[src/rtl/irq_spreader.sv]
`timescale 1ns/1ps
module irq_spreader #(
  parameter int NUM_SRC  = 8,
  parameter int NUM_CORE = 4,
  parameter int DATA_W   = 32,
  localparam int LW = (NUM_SRC > 1) ? $clog2(NUM_SRC) : 1,
  localparam int PW = (NUM_CORE > 1) ? $clog2(NUM_CORE) : 1
) (
  input  logic                         clk,
  input  logic                         rst_n,
  input  logic                         cmd_valid,
  input  logic [2:0]                   cmd_op,
  input  logic [LW-1:0]                cmd_line,
  input  logic [DATA_W-1:0]            cmd_data,
  input  logic [NUM_SRC-1:0]           src_irq,
  output logic [NUM_CORE*NUM_SRC-1:0]  core_irq
);
  localparam logic [2:0] OP_DEST = 3'd1;
  localparam logic [2:0] OP_MODE = 3'd2;
  localparam logic [2:0] OP_MASK = 3'd3;
  localparam logic [2:0] OP_EN   = 3'd4;

  logic                en;
  logic [NUM_SRC-1:0]  blk, rr, lvl;
  logic [NUM_CORE-1:0] dest [NUM_SRC];
  logic [NUM_SRC*NUM_CORE-1:0] dest_flat;
  logic                hit;
  logic                unused_data;

  assign hit = int'(cmd_line) < NUM_SRC;
  assign unused_data = ^cmd_data;

  function automatic logic [NUM_CORE-1:0] pick(input logic [NUM_CORE-1:0] m,
                                               input logic [PW-1:0] p);
    logic [NUM_CORE-1:0] r;
    r = '0;
    for (int i = NUM_CORE - 1; i >= 0; i--)
      if (m[(int'(p) + i) % NUM_CORE]) r = NUM_CORE'(1) << ((int'(p) + i) % NUM_CORE);
    return r;
  endfunction

  function automatic logic [PW-1:0] after(input logic [NUM_CORE-1:0] oh);
    logic [PW-1:0] r;
    r = '0;
    for (int c = 0; c < NUM_CORE; c++)
      if (oh[c]) r = (c == NUM_CORE - 1) ? '0 : PW'(c + 1);
    return r;
  endfunction

  always_ff @(posedge clk or negedge rst_n) begin
    if (!rst_n) begin
      en  <= 1'b0;
      blk <= '1;
      rr  <= '1;
      lvl <= '1;
      for (int k = 0; k < NUM_SRC; k++) dest[k] <= '0;
    end else if (cmd_valid) begin
      case (cmd_op)
        OP_DEST: if (hit) dest[cmd_line] <= cmd_data[NUM_CORE-1:0];
        OP_MODE: if (hit) begin
          rr[cmd_line]  <= (cmd_data[1:0] == 2'b00);
          lvl[cmd_line] <= cmd_data[4];
        end
        OP_MASK: if (hit) blk[cmd_line] <= cmd_data[0];
        OP_EN:   en <= cmd_data[0];
        default: ;
      endcase
    end
  end

  for (genvar k = 0; k < NUM_SRC; k++) begin : g_line
    logic                req, req_q, fire, adv;
    logic [PW-1:0]       ptr;
    logic [NUM_CORE-1:0] sel, col_q;

    assign dest_flat[k*NUM_CORE +: NUM_CORE] = dest[k];
    assign req  = en & ~blk[k] & src_irq[k];
    assign sel  = rr[k] ? pick(dest[k], ptr) : dest[k];
    assign fire = lvl[k] ? req : (req & ~req_q);
    assign adv  = rr[k] & (|sel) & (lvl[k] ? (~req & req_q) : fire);

    always_ff @(posedge clk or negedge rst_n) begin
      if (!rst_n) begin
        req_q <= 1'b0;
        ptr   <= '0;
        col_q <= '0;
      end else begin
        req_q <= req;
        col_q <= fire ? sel : '0;
        if (adv) ptr <= after(sel);
      end
    end

    for (genvar c = 0; c < NUM_CORE; c++) begin : g_core
      assign core_irq[c*NUM_SRC + k] = col_q[c];
    end
  end
endmodule

[config.mk]
export PLATFORM = sky130hd
export DESIGN_NAME = irq_spreader
export DESIGN_NICKNAME = d
export VERILOG_FILES = /design/src/rtl/irq_spreader.sv
export SDC_FILE = /design/constraint.sdc
export NUM_CORES = 1
export LEC_CHECK = 0
export BUFFER_PORTS_ARGS = -buffer_cell sky130_fd_sc_hd__clkbuf_2
export CAP_MARGIN = 20
export CORE_MARGIN = 10
export CORE_UTILIZATION = 60
export DETAILED_ROUTE_END_ITERATION = 12
export GPL_TIMING_DRIVEN = 1
export HOLD_SLACK_MARGIN = 0.08
export PLACE_DENSITY_LB_ADDON = 0.25
export SKIP_LAST_GASP = 1
export SYNTH_ARGS = -nofsm -noshare
export SYNTH_HDL_FRONTEND = slang
export SYNTH_SLANG_ARGS = --single-unit
[constraint.sdc]
create_clock -name clk -period 8.9 [get_ports clk]
set_clock_uncertainty 0.05 [all_clocks]
set_input_delay 0.445 -clock clk [delete_from_list [all_inputs] [get_ports clk]]
set_output_delay 0.445 -clock clk [all_outputs]
set_load 0.03 [all_outputs]
==> metrics.md <==
| Metric | Value |
|---|---|
| Status | complete, no violations |
| CTS Root Cell | clkbuf_16 |
| Antenna diodes | 0 |
| Core region area | 12700 sq um |
| Synthesized Nets | 877 |
| Register bit total from synthesis | 113 |
| Pwr Density | 247 nW/um^2 |
| RSZ-0062 raised after global routing | false |
| Hold EP | g_line[3].req_q |
| Commonest non-fill, non-tap cell in the layout | dfrtp_1 |
| Clock-pin slew on the worst setup and hold paths | 50 ps |
| DRC Markers | 0 |
| Initial antenna violation count | 0 |
| Antenna-violating nets left | 0 |
| YS warnings | 0 |
| R2r setup slk | 5730 ps |
| CP delay by family, top | compound AO/OA/AOI/OAI gates |
| Worst Reg-to-Reg Cells | 8 |
| H-Tree Depth | 4 |
| Routed wire length | 18000 microns |
| Final hold violations | 0 |
| I/O Buffers | 53 |
| Hold crit path type | in -> reg |
| Overflow after GRT | 0 |
| R2r endpoint | g_line[5].ptr[0] |
| Post-Syn Instances | 764 |
| Utilization after layout | 69.6% |
| Via/cell ratio | 6.15 |
| Row count | 41 |
| Post-Layout Cell Count | 1006 |
| Fraction of layout cells with a size suffix above 1 | 24.5% |
| Dpl cells | 973 |
| Final setup viols | 0 |
| Pleak | 3.89 nW |
| Startpoint types | flip-flop |
| Crit-path slowest cell | dfrtp_1 |
| Main synth FF type | dfrtp_1 |
| CTS Buf Count | 17 |
| DIE AREA | 18000 sq um |
| Clock sink count | 113 |
| Max Slew Vio Count | 0 |
| Worst-Margin Slew | 919 ps |
| CP max FO | 15 |
| Drt pass-1 iters | 5 |
| Tmin final | 3170 ps |
| Effective utilization at floorplan | 61.5% |
| Seq/Total Area, Yosys | 36.6% |
| Gr usage total | 20.3% |
| Die Span X | 134 microns |
| CP Capture Type | flip-flop |
| Die height | 134 microns |
| CP bufs+invs | 1 |
| CTS tree | built |
| RePlAce Congestion | 0.960 |
| Reg-to-Reg Start | g_line[5].ptr[0] |
| Detailed placement HPWL | 12700 microns |
| Vias | 6191 |
| EDFF count, synth | 0 |
| Area grow syn2layout | 13.0% |
| Commonest cells after routing, fill and taps aside | 89 x dfrtp_1, 81 x nand2_1, 72 x nor2_1 |
| Synth unique cells | 58 |
| Vias in the first global route | 6086 |
| Share of flip-flops with an asynchronous set or reset | 100% |
| Avg WL per Cell | 17.9 microns |
| CP cell instances | inv_1 > ha_1 > mux4_2 > a21oi_1 > o311ai_1 > a31oi_1 > a21boi_1 > o22a_1 |
| First-pass GRT wire length | 30200 microns |
| Syn Std Cell Area | 7800 sq um |
| # IOs | 81 |
| Setup Buffers After CTS | 0 |
| Min Hold Slack | 298 ps |
| Sum Neg Setup Slack | 0 ps |
| Final Cycle Share | 35.7% |
| Peak VDD IR | 160 uV |
| Clock buffer depth | 2 |
| Crit Path Category | reg -> reg |
| Worst-Skew Late Latency | 420 ps |
| Critical Path AT | 3420 ps |
| HP Start | src_irq[3] |
| Syn Area/Cell | 10.2 sq um |
| Initial DRC Count | 564 |
| Hold depth | 2 |
| Largest net degree at the start of global routing | 77 |
| Slew headroom | 38.7% |
| Fillcell total | 949 |
| Fmax | 315 MHz |
| Max Cap Viol | 0 |
| Critical Path RT | 9150 ps |
| Nets | 934 |
| Slowest Stage Delay on Critical Path | 690 ps |
Yosys cell counts, types with 4 or more instances:
cell | number | area [sq um]
nor3b_1 | 4 | 30.0
mux4_2 | 28 | 631
nand3_1 | 5 | 25.0
ha_1 | 64 | 801
dfrtp_1 | 89 | 2230
and3b_1 | 8 | 70.1
o211ai_1 | 5 | 37.5
nand3b_1 | 12 | 90.1
inv_1 | 44 | 165
a31o_1 | 4 | 35.0
a31oi_2 | 4 | 50.1
a221oi_1 | 7 | 61.3
dfstp_2 | 24 | 631
clkbuf_1 | 13 | 48.8
a21oi_1 | 52 | 260
nand2_1 | 81 | 304
o21ai_0 | 28 | 140
mux2i_1 | 8 | 80.1
nand4_1 | 7 | 43.8
a31oi_1 | 20 | 125
mux2_2 | 59 | 664
o22a_1 | 5 | 43.8
nor2b_1 | 18 | 113
nor3_1 | 4 | 20.0
and2_1 | 5 | 31.3
a221o_1 | 22 | 220
nand2b_1 | 18 | 113
nor2_1 | 72 | 270
and3_1 | 4 | 25.0
worst max-delay path by stage:
stage,from,end,slack (ps),cells past startpoint
floorplan,g_line[5].ptr[0],g_line[5].ptr[0],6090,9
global placement,g_line[5].ptr[0],g_line[5].ptr[0],5940,8
detailed placement,g_line[5].ptr[0],g_line[5].ptr[0],5830,8
CTS,g_line[5].ptr[0],g_line[5].ptr[0],5800,8
global route,g_line[5].ptr[0],g_line[5].ptr[0],5570,8
finish,g_line[5].ptr[0],g_line[5].ptr[0],5730,8
worst register-to-register path, delay by kind of cell (launching register included):
kind                     cells  cell delay [ps]
buffers and inverters        1              260
AO/OA/AOI/OAI                5              980
flip-flops                   1              690
adder cells (fa/ha/maj)      1              440
multiplexers                 1              630
area by class of cell:
| class | count | area, sq um | share of cell area, % |
|---|---|---|---|
| timing repair buffer | 55 | 285 | 3.24 |
| clock buffer | 21 | 460 | 5.22 |
| tap | 172 | 215 | 2.44 |
| clock inverter | 11 | 136 | 1.55 |
| sequential | 113 | 2860 | 32.4 |
| multi-input combinational | 590 | 4690 | 53.3 |
| inverter | 44 | 165 | 1.87 |
per-layer routing:
metal  GRT usage [%]  wire length (microns)  vias up
met1            25.2                   7730     3063
met2            34.4                   9030      171
met3            4.26                    868       34
met4            7.01                    345        0
li1                -                      -     2923
met5               0                      0        -
metrics by stage:
stage	instance area (sq um)	power [W]	setup slack, ps
after floorplan	7800	0.00129	6090
after global placement	8210	0.00143	5940
after detailed placement	8210	0.00147	5830
after CTS	8810	0.00217	5800
after global routing	8810	0.00230	5570
final	8810	0.00217	5730
cell families after synthesis:
group,Yosys count,share of synthesized area (%)
multiplexers,98,18.5
AND/OR/NAND/NOR,245,15.3
flip-flops,113,36.6
adder cells (fa/ha/maj),64,10.3
AO/OA/AOI/OAI,183,16.2
buffers and inverters,61,3.16
report_power, final:
| group | switching, W | leakage [nW] | total [W] | internal, W |
|---|---|---|---|---|
| clock | 0.000232 | 0.296 | 0.000683 | 0.000451 |
| sequential | 0.000126 | 1.39 | 0.000717 | 0.000591 |
| combinational | 0.000428 | 2.20 | 0.000774 | 0.000346 |
sequential cells by signal, summed over array words and instances, names as in the netlist:
signal and count:
g_line.req_q 8, g_line.col_q 32, rr 8, dest 32, en 1, blk 8
g_line.ptr 16, lvl 8
timing repair:
action                                 in CTS  in global routing
setup endpoints to repair                   0                  0
endpoints found under the hold margin      35                  0
hold buffers                                1                  0
resized for setup                           0                  0
Note: power is estimated with default switching activity, not from simulation.
